<file path="src/rtl/bb_pkg.sv">
package bb_pkg;

    localparam logic [1:0] SZ_BYTE = 2'd0;
    localparam logic [1:0] SZ_HALF = 2'd1;
    localparam logic [1:0] SZ_WORD = 2'd2;

    typedef enum logic [2:0] {
        ST_IDLE,
        ST_RD,
        ST_WAIT_RD,
        ST_WR,
        ST_WAIT_WR,
        ST_RESP
    } bb_state_t;

    function automatic logic [31:0] unit_mask(input logic [1:0] sz);
        unique case (sz)
            SZ_BYTE: unit_mask = 32'h0000_00FF;
            SZ_HALF: unit_mask = 32'h0000_FFFF;
            default: unit_mask = 32'hFFFF_FFFF;
        endcase
    endfunction

endpackage

</file>
<file path="src/rtl/bb_addr_map.sv">
module bb_addr_map
    import bb_pkg::*;
#(
    parameter int          OFF_W = 25,
    parameter logic [31:0] BASE  = 32'h2000_0000
) (
    input  logic [OFF_W-1:0] off,
    input  logic [1:0]       size,
    output logic [31:0]      baddr,
    output logic [4:0]       bit_idx
);
    localparam int BACK_W = OFF_W - 5;

    logic [31:0] raw;
    assign raw = BASE | {{(32-BACK_W){1'b0}}, off[OFF_W-1:5]};

    always_comb begin
        unique case (size)
            SZ_BYTE: begin
                baddr   = raw;
                bit_idx = {2'b00, off[4:2]};
            end
            SZ_HALF: begin
                baddr   = {raw[31:1], 1'b0};
                bit_idx = {1'b0, off[5:2]};
            end
            default: begin
                baddr   = {raw[31:2], 2'b00};
                bit_idx = off[6:2];
            end
        endcase
    end
endmodule

</file>
<file path="src/rtl/bb_bit_op.sv">
module bb_bit_op
    import bb_pkg::*;
(
    input  logic [31:0] unit_in,
    input  logic [1:0]  size,
    input  logic [4:0]  bit_idx,
    input  logic        new_val,
    output logic        bit_out,
    output logic [31:0] unit_out
);
    logic [31:0] clean;
    logic [31:0] sel;

    assign clean    = unit_in & unit_mask(size);
    assign sel      = 32'd1 << bit_idx;
    assign bit_out  = |(clean & sel);
    assign unit_out = new_val ? (clean | sel) : (clean & ~sel);
endmodule

</file>
<file path="src/rtl/bb_fsm.sv">
module bb_fsm
    import bb_pkg::*;
(
    input  logic      clk,
    input  logic      rst_n,
    input  logic      s_req,
    input  logic      we_q,
    input  logic      m_ready,
    output bb_state_t state,
    output logic      accept,
    output logic      cap_rd,
    output logic      m_req,
    output logic      m_we,
    output logic      s_ready
);
    bb_state_t state_q, state_d;

    always_ff @(posedge clk or negedge rst_n) begin
        if (!rst_n) state_q <= ST_IDLE;
        else        state_q <= state_d;
    end

    always_comb begin
        state_d = state_q;
        unique case (state_q)
            ST_IDLE:    if (s_req) state_d = ST_RD;
            ST_RD:      state_d = ST_WAIT_RD;
            ST_WAIT_RD: if (m_ready) state_d = we_q ? ST_WR : ST_RESP;
            ST_WR:      state_d = ST_WAIT_WR;
            ST_WAIT_WR: if (m_ready) state_d = ST_RESP;
            ST_RESP:    state_d = ST_IDLE;
            default:    state_d = ST_IDLE;
        endcase
    end

    always_comb begin
        accept  = (state_q == ST_IDLE) && s_req;
        cap_rd  = (state_q == ST_WAIT_RD) && m_ready;
        m_req   = (state_q == ST_RD) || (state_q == ST_WR);
        m_we    = (state_q == ST_WR);
        s_ready = (state_q == ST_RESP);
    end

    assign state = state_q;


    one_cmd_chk: assert property (@(posedge clk) disable iff (!rst_n)
        m_req |=> !m_req);


    wr_after_rd_chk: assert property (@(posedge clk) disable iff (!rst_n)
        (m_req && m_we) |-> $past(m_ready));


    resp_pulse_chk: assert property (@(posedge clk) disable iff (!rst_n)
        s_ready |=> !s_ready);


    no_accept_busy_chk: assert property (@(posedge clk) disable iff (!rst_n)
        (s_req && !accept) |=> !m_req || m_we || $past(state == ST_IDLE));
endmodule

</file>
<file path="src/rtl/bitband_bridge.sv">
module bitband_bridge
    import bb_pkg::*;
#(
    parameter int          OFF_W = 25,
    parameter logic [31:0] BASE  = 32'h2000_0000
) (
    input  logic        clk,
    input  logic        rst_n,
    input  logic        s_req,
    input  logic        s_we,
    input  logic [1:0]  s_size,
    input  logic [31:0] s_addr,
    input  logic [31:0] s_wdata,
    output logic        s_ready,
    output logic [31:0] s_rdata,
    output logic        m_req,
    output logic        m_we,
    output logic [1:0]  m_size,
    output logic [31:0] m_addr,
    output logic [31:0] m_wdata,
    input  logic [31:0] m_rdata,
    input  logic        m_ready
);
    localparam int BACK_W = OFF_W - 5;

    bb_state_t        state;
    logic             accept, cap_rd;
    logic [OFF_W-1:0] off_q;
    logic [1:0]       size_q;
    logic             we_q, val_q;
    logic [31:0]      rd_q;
    logic [4:0]       bit_idx;
    logic             bit_val;

    logic unused_bits;
    assign unused_bits = ^{s_wdata[31:1], s_addr[31:OFF_W]};

    always_ff @(posedge clk or negedge rst_n) begin
        if (!rst_n) begin
            off_q  <= '0;
            size_q <= SZ_BYTE;
            we_q   <= 1'b0;
            val_q  <= 1'b0;
            rd_q   <= '0;
        end else begin
            if (accept) begin
                off_q  <= s_addr[OFF_W-1:0];
                size_q <= (s_size == 2'd3) ? SZ_WORD : s_size;
                we_q   <= s_we;
                val_q  <= s_wdata[0];
            end
            if (cap_rd) rd_q <= m_rdata;
        end
    end

    bb_fsm u_fsm (
        .clk     (clk),
        .rst_n   (rst_n),
        .s_req   (s_req),
        .we_q    (we_q),
        .m_ready (m_ready),
        .state   (state),
        .accept  (accept),
        .cap_rd  (cap_rd),
        .m_req   (m_req),
        .m_we    (m_we),
        .s_ready (s_ready)
    );

    bb_addr_map #(.OFF_W(OFF_W), .BASE(BASE)) u_map (
        .off     (off_q),
        .size    (size_q),
        .baddr   (m_addr),
        .bit_idx (bit_idx)
    );

    bb_bit_op u_bit (
        .unit_in  (rd_q),
        .size     (size_q),
        .bit_idx  (bit_idx),
        .new_val  (val_q),
        .bit_out  (bit_val),
        .unit_out (m_wdata)
    );

    assign m_size  = size_q;
    assign s_rdata = {31'd0, bit_val & ~we_q & s_ready};


    single_bit_chk: assert property (@(posedge clk) disable iff (!rst_n)
        (m_req && m_we) |-> $onehot0((m_wdata ^ rd_q) & unit_mask(m_size)));


    in_region_chk: assert property (@(posedge clk) disable iff (!rst_n)
        m_req |-> (m_addr[31:BACK_W] == BASE[31:BACK_W]));


    same_addr_chk: assert property (@(posedge clk) disable iff (!rst_n)
        (m_req && m_we) |-> (state == ST_WR) && $stable(m_addr) && $stable(m_size));


    upper_zero_chk: assert property (@(posedge clk) disable iff (!rst_n)
        (m_req && m_we) |-> ((m_wdata & ~unit_mask(m_size)) == 32'd0));
endmodule

</file>
<file path="config.mk">
export PLATFORM = sky130hd
export DESIGN_NAME = bitband_bridge
export DESIGN_NICKNAME = d
export VERILOG_FILES = /design/src/rtl/bb_pkg.sv /design/src/rtl/bb_addr_map.sv /design/src/rtl/bb_bit_op.sv /design/src/rtl/bb_fsm.sv /design/src/rtl/bitband_bridge.sv
export SDC_FILE = /design/constraint.sdc
export NUM_CORES = 1
export LEC_CHECK = 0
export BUFFER_PORTS_ARGS = -buffer_cell sky130_fd_sc_hd__buf_2
export CAP_MARGIN = 5
export CORE_UTILIZATION = 43
export DETAILED_ROUTE_END_ITERATION = 6
export PLACE_DENSITY = 0.78
export SYNTH_ARGS = -nofsm -noshare
export SYNTH_HDL_FRONTEND = slang
export SYNTH_HIERARCHICAL = 1
export SYNTH_SLANG_ARGS = --single-unit
</file>
<file path="constraint.sdc">
create_clock -name clk -period 1.8 [get_ports clk]
set_clock_uncertainty 0.2 [all_clocks]
set_input_delay 0.18 -clock clk [delete_from_list [all_inputs] [get_ports clk]]
set_output_delay 0.18 -clock clk [all_outputs]
set_load 0.02 [all_outputs]
</file>
# Word-level counts from Yosys, hierarchy flattened
# Index checks and enable logic that the tools add are counted.
# op_classes
n_eq_ne,10
shifts,1
mux,10
bitwise,8
reduce_logical,7
# ops
cell,count
bitwise AND 32 bit,3
case mux 32 bit (2 select lines),1
2-to-1 mux 32 bit,1
inverter 32 bit,1
OR 32 bit,1
OR reduction 32 bit,1
"left shift 1 x 5 -> 32 bit, first input constant",1
case mux 3 bit (5 select lines),1
2-to-1 mux 3 bit,4
case mux 5 bit (2 select lines),1
"== test 3 x 2 -> 1 bit, second input constant",2
"== test 3 bit, second input constant",2
"!= test 2 bit, second input constant",3
case mux 2 bit (2 select lines),1
"== test 3 x 1 -> 1 bit, second input constant",1
zero test 3 bit,1
AND reduction 3 bit,1
bitwise AND 1 bit,2
"== test 2 x 1 -> 1 bit, second input constant",1
"== test 2 bit, second input constant",1
logical AND 1 bit,2
zero test 2 bit,1
2-to-1 mux 2 bit,1
logical OR 1 bit,1
inverter 1 bit,1
# word_totals
reg_bits,64
word_cells,42

# Logic depth before layout (Yosys ltp)
# Gate-level depths: netlist of run 1.
# logic_depth
ltp_word,7
depth_mapped,10
depth_no_buf,8

# Hierarchy
# The synthesis of run 1 kept the hierarchy.
# modules_own_cells
mod,n_inst,cells_per_inst,area_each_um2
bitband_bridge,1,165,2668.8
bb_bit_op,1,194,1191.1
bb_addr_map,1,39,287.8
bb_fsm,1,20,185.2

# Worst setup path before layout of run 1
# Ideal clock, no wire load.
# synth_timing
path_type,reg-to-output
startpoint,register size_q[0] (netlist: m_size[0])
endpoint,output port s_rdata[0]
arrival_ns,2.013
path_slack_ns,-0.593
stages_incl_launch_ff,11
n_path_buf,2
path_cell_list,dfrtp_1 > o21a_1 > nor2b_1 > buf_2 > buf_2 > nand3_1 > a31oi_1 > nor4_1 > nand4_1 > nand2_1 > nor2_1
# synth_via
elab_chain_cells,7
# synth_rtl
item,line_no,source
"start, declared",bitband_bridge.sv:29,logic [1:0] size_q;
"start signal, assigned",bitband_bridge.sv:48,size_q <= (s_size == 2'd3) ? SZ_WORD : s_size;
== test 2 x 1 -> 1 bit / zero test 2 bit (equally long branches),bb_addr_map.sv:18,unique case (size)
case mux 5 bit (2 select lines) *,bb_addr_map.sv:18,
via bit_idx[3],bitband_bridge.sv:32,logic [4:0] bit_idx;
left shift 1 x 5 -> 32 bit *,bb_bit_op.sv:15,assign sel = 32'd1 << bit_idx;
bitwise AND 32 bit *,bb_bit_op.sv:16,assign bit_out = |(clean & sel);
OR reduction 32 bit *,bb_bit_op.sv:16,
via bit_val,bitband_bridge.sv:33,logic bit_val;
bitwise AND 1 bit * (2 in a row),bitband_bridge.sv:87,"assign s_rdata = {31'd0, bit_val & ~we_q & s_ready};"
"end, declared",bitband_bridge.sv:15,"output logic [31:0] s_rdata,"
# Mark *: on every way through the listed nets, which the timed path passes. The rest lies on a longest branch.

# Worst setup path in the final report of run 1
# layout_timing
startpoint,register off_q[2]
endpoint,output port s_rdata[0]
# layout_via
elab_chain_cells,6
# layout_rtl
item,line_no,source
"start, declared",bitband_bridge.sv:28,logic [OFF_W-1:0] off_q;
"start signal, assigned",bitband_bridge.sv:47,off_q <= s_addr[OFF_W-1:0];
case mux 5 bit (2 select lines),bb_addr_map.sv:18,
left shift 1 x 5 -> 32 bit,bb_bit_op.sv:15,
bitwise AND 32 bit,bb_bit_op.sv:16,
OR reduction 32 bit,bb_bit_op.sv:16,
via bit_val,bitband_bridge.sv:33,
bitwise AND 1 bit (2 in a row),bitband_bridge.sv:87,
# The timed path passes the listed nets, and every way through them passes these cells.

==> results.tsv, run 1 <==
metric	value	unit
io_pins	204	
area_delta_synth_final	67.9	%
gp_congestion	0.976	
slowest_stage	dfrtp_2	
cp_top_family	simple AND/OR/NAND/NOR gates	
yosys_warnings	6	
layout.cells.non_filler	805	
arrival	2.38	ns
layout-drive-gt1-share	61.7	%
core	0.00942	mm²
antenna_cells	0	
via_per_inst	5.14	
powerDensity	1940	mW/mm²
num_rows	35	
setup_slack	-0.961	ns
routedWlPerCell	18.2	µm
leakagePower	3.40	nW
cap_violations	0	
period_share	153	%
clk_pin_slew	0.07	ns
worstHoldPathType	input pin to async pin	
clock_path_buffers	2	
finalHoldViolCount	0	
syn_area	0.00426	mm²
grt_pass1_wl	20.6	mm
crit_fanout	8	
peakVddDrop	1190	µV
synth_cells	414	
crit_path_start_kind	flip-flop	
timing.fmax	362	MHz
cp-end-kind	output pin	
cts_tree	yes	
dp_slack	-0.512	ns
dpl.hpwl	8.36	mm
violations	setup timing	
start_util	45.2	%
rsz0062_at_grt	yes	
layout_min_cycle_time	2.76	ns
setup-tns-final	-18.16	ns
wl	14.6	mm
antenna_found_initial	0	
first_pass_iters	4	
fp.dieH	102	µm
grt_use_total	26.5	%
fin_total_pwr	13.9	mW
portBuffers	120	
drc	0	
path_buf_inv	1	
cts_max_level	3	
stdcell_area	0.00715	mm²
cts_root_buf	clkbuf_8	
dp_cells	695	
status	complete, but fails checks	
crit_type	flip-flop to output pin	
first_iter_violations	251	
path_cells	nor2b_4 > a32oi_1 > a21oi_1 > nor4_1 > nand4_1 > nand2_2 > nor2_4 > buf_6	
grt_max_degree	63	
num_vias	4136	
slowest_delay	0.49	ns
crit_required	1.42	ns
die_w	102	µm
dieArea	0.0103	mm²
clk_latency	0.36	ns
setup_viol	64	
cts_made_buffers	9	
grt_pass1_vias	4157	
report.final.slew_viol_count	0	
nNetsFinal	775	
gr-total-overflow	0	
place_area	0.00521	mm²
ant_nets	0	
cts.sinks	62	
avgSynthCellArea	10.3	µm²
power breakdown:
part / total, mW / switching [mW] / internal, mW / leakage [nW]
logic: 9.61 / 4.51 / 5.11 / 2.55
registers: 2.77 / 0.652 / 2.12 / 0.731
clock network: 1.51 / 0.566 / 0.948 / 0.119
total: 13.9 / 5.72 / 8.17 / 3.40
layer usage:
layer / routed length, µm / track usage (%)
met1: 5730 / 31.3
met2: 7580 / 46.1
met3: 899 / 6.83
met5: 0 / 0
met4: 419 / 9.92
placed cells by master, fill, tap and decap left out, types with 13 or more instances in the layout:
| cell type | n |
|---|---|
| nand2_1 | 19 |
| conb_1 | 43 |
| buf_4 | 62 |
| mux2_4 | 53 |
| mux2_2 | 14 |
| nand3_2 | 13 |
| dlygate4sd3_1 | 61 |
| dfrtp_1 | 55 |
| buf_6 | 74 |
| nand3_1 | 23 |
| nand2_2 | 28 |
| buf_2 | 88 |
| o211ai_1 | 13 |
layout make-up:
| class | instances | area [µm²] |
|---|---|---|
| timing repair buffer | 297 | 2590 |
| multi-input combinational | 299 | 2590 |
| fill | 619 | 2260 |
| sequential | 62 | 1560 |
| tap | 129 | 161 |
| clock buffer | 11 | 141 |
| clock inverter | 4 | 95.1 |
| inverter | 3 | 11.3 |
metrics by stage:
stage / hold WS [ns] / util [%]
floorplan: -0.316 / -
global placement: 0.0155 / 55.3
detailed placement: 0.0178 / 55.3
CTS: 0.150 / 69.8
global route: 0.200 / 76.0
finish: 0.166 / 76.0
what timing repair did:
action,CTS,global route
hold endpoints to repair,123,0
hold buffers,61,0
pin swaps,33,28
setup endpoints to repair,33,92
gates resized for setup,117,110
setup buffers,12,20
cloned,3,6
worst min-delay path: cells and delay by family:
family	cells	cell delay, ns
buffers and inverters	3	0.94
sequential cells by signal, summed over array words and instances (netlist names):
signal,flops
u_fsm/state,3
rd_q,32
m_size,2
we_q,1
val_q,1
off_q,23
worst paths after layout:
check | slack (ns) | cells past startpoint | to | from
worst min register to register | 0.31 | 1 | off_q[10]$_DFFE_PN0P_ | off_q[10]$_DFFE_PN0P_
max in group asynchronous | 0.90 | 3 | off_q[2]$_DFFE_PN0P_ | rst_n
worst min-delay path | 0.17 | 3 | off_q[7]$_DFFE_PN0P_ | rst_n
min in group clk | 0.23 | 4 | u_fsm/state[0]$_DFFE_PN0P_ | s_req
worst max-delay path | -0.96 | 8 | s_rdata[0] | off_q[2]$_DFFE_PN0P_
worst max register to register | -0.08 | 6 | off_q[16]$_DFFE_PN0P_ | u_fsm/state[1]$_DFFE_PN0P_
Note: power is estimated with default switching activity, not from simulation.
==> run 2: changes to the inputs <==
CORE_ASPECT_RATIO = 1.2   (was not set)
SLEW_MARGIN = 20   (was not set)
==> results.tsv, run 2 (synthesis gave the netlist of run 1 again) <==
metric	value	unit
num_vias	4175	
via_per_inst	5.24	
drc	0	
fin_total_pwr	14.2	mW
cts_root_buf	clkbuf_16	
io_pins	204	
wl_met2	8.29	mm
peakVddDrop	1100	µV
clock_path_buffers	2	
largest_reg_flops	32	
cts.sinks	62	
core	0.00956	mm²
clk_pin_slew	0.05	ns
cts_max_level	3	
fillers	603	
final_common_cell	buf_2	
crit_type	flip-flop to output pin	
finalHoldViolCount	0	
start_util	44.5	%
fp.dieH	111	µm
cts_tree	yes	
antenna_cells	0	
wl	15.5	mm
first_pass_iters	4	
p_comb_share	67.9	%
area_delta_synth_final	68.9	%
multi_input_comb_area	0.00261	mm²
p_switching	5.86	mW
crit_path_start_kind	flip-flop	
grt_max_degree	63	
setup_slack	-0.724	ns
timing.fmax	396	MHz
portBuffers	120	
period_share	140	%
dp_cells	689	
num_rows	39	
seqCellArea	0.00156	mm²
layout.cells.non_filler	796	
wl_met3	966	µm
cp-end-kind	output pin	
dieArea	0.0103	mm²
crit_fanout	6	
slowest_stage	dfrtp_2	
nNetsFinal	772	
report.final.slew_viol_count	0	
sequentialPowerShare	19.9	%
internal_power	8.31	mW
status	complete, but fails checks	
layout_common_cells	buf_2 (90), buf_6 (69), buf_4 (63), mux2_4 (61), dlygate4sd3_1 (61)	
routedWlPerCell	19.5	µm
switching_share	41.3	%
cts_made_buffers	9	
layout_min_cycle_time	2.52	ns
setup_viol	60	
wl_met1	5.68	mm
routed.top_layer	met4	
worstHoldPathType	input pin to flip-flop	
layout-drive-gt1-share	61.7	%
dpl.hpwl	8.63	mm
crit_required	1.42	ns
arrival	2.14	ns
grt_pass1_vias	4309	
rsz0062_at_grt	yes	
grt_use_total	28.6	%
antenna_found_initial	0	
largest-register	rd_q	
path_cells	o21a_4 > buf_12 > o311ai_0 > nand4_1 > nand4_1 > nand2_2 > nor2_4 > buf_6	
gr-total-overflow	0	
cap_violations	0	
powerDensity	1970	mW/mm²
gp_congestion	0.886	
clockPowerShare	12.2	%
die_w	92.9	µm
ant_nets	0	
crit_path_frequent_cell	nand4_1	
grt_pass1_wl	22.3	mm
violations	setup timing	
first_iter_violations	227	
clk_latency	0.33	ns
slowest_delay	0.42	ns
leakagePower	3.45	nW
-- run 2: power groups by stage --
stage	Clock, mW	Sequential, mW	Combinational (mW)
3_5_place_dp	0	2.71	6.84
4_1_cts	1.75	2.73	8.28
2_1_floorplan	0	2.56	4.81
5_1_grt	1.80	2.88	10.1
6_report	1.73	2.81	9.62
3_3_place_gp	0	2.68	6.74
-- run 2: layout make-up --
type,count,area share (%)
multi-input cells,298,36.3
inverters,3,0.191
well taps,123,2.14
clock inverters,4,0.661
clock buffers,11,3.37
repair buffers,295,35.7
flip-flops and latches,62,21.7
-- run 2: worst paths after layout --
check	startpoint	to	slack (ns)	cells after the start
worst max-delay path	m_size[1]$_DFFE_PN0P_	s_rdata[0]	-0.72	8
worst min-delay path	s_req	u_fsm/state[0]$_DFFE_PN0P_	0.17	4
worst max register to register	u_fsm/state[1]$_DFFE_PN0P_	off_q[12]$_DFFE_PN0P_	-0.03	5
worst min register to register	off_q[8]$_DFFE_PN0P_	off_q[8]$_DFFE_PN0P_	0.31	1
max in group asynchronous	rst_n	off_q[2]$_DFFE_PN0P_	0.89	3
min in group asynchronous	rst_n	off_q[21]$_DFFE_PN0P_	0.20	3
-- run 2: routing by layer --
| metal | GRT usage [%] | vias up |
|---|---|---|
| li1 | - | 1850 |
| met3 | 6.17 | 52 |
| met2 | 51.1 | 229 |
| met5 | 0 | - |
| met1 | 32.0 | 2044 |
| met4 | 12.6 | 0 |
-- run 2: timing repair --
item                                    CTS  global route
endpoints found under the setup margin   74            92
hold buffers                             61             0
setup buffers                            13            14
gates resized for setup                 117           114
endpoints found under the hold margin   122             0
pin swaps                                27            41
gates cloned                              5             3
-- run 2: per-stage QoR --
step	utilization, %	setup slack [ns]	area [µm²]	TNS (ns)	hold slack (ns)
5_1_grt	75.2	-0.793	7200	-21.04	0.209
6_report	75.2	-0.724	7200	-16.06	0.174
3_3_place_gp	54.3	-0.425	5190	-4.72	0.0153
4_1_cts	70.0	-0.744	6690	-17.03	0.180
3_5_place_dp	54.3	-0.427	5190	-5.56	0.0171
2_1_floorplan	-	-0.302	4490	-0.311	-0.316
-- run 2: critical path: cells and delay by family (launching register included) --
family	cells	cell delay (ns)
AO/OA/AOI/OAI	2	0.61
flip-flops	1	0.42
AND/OR/NAND/NOR	4	0.51
buffers and inverters	2	0.26
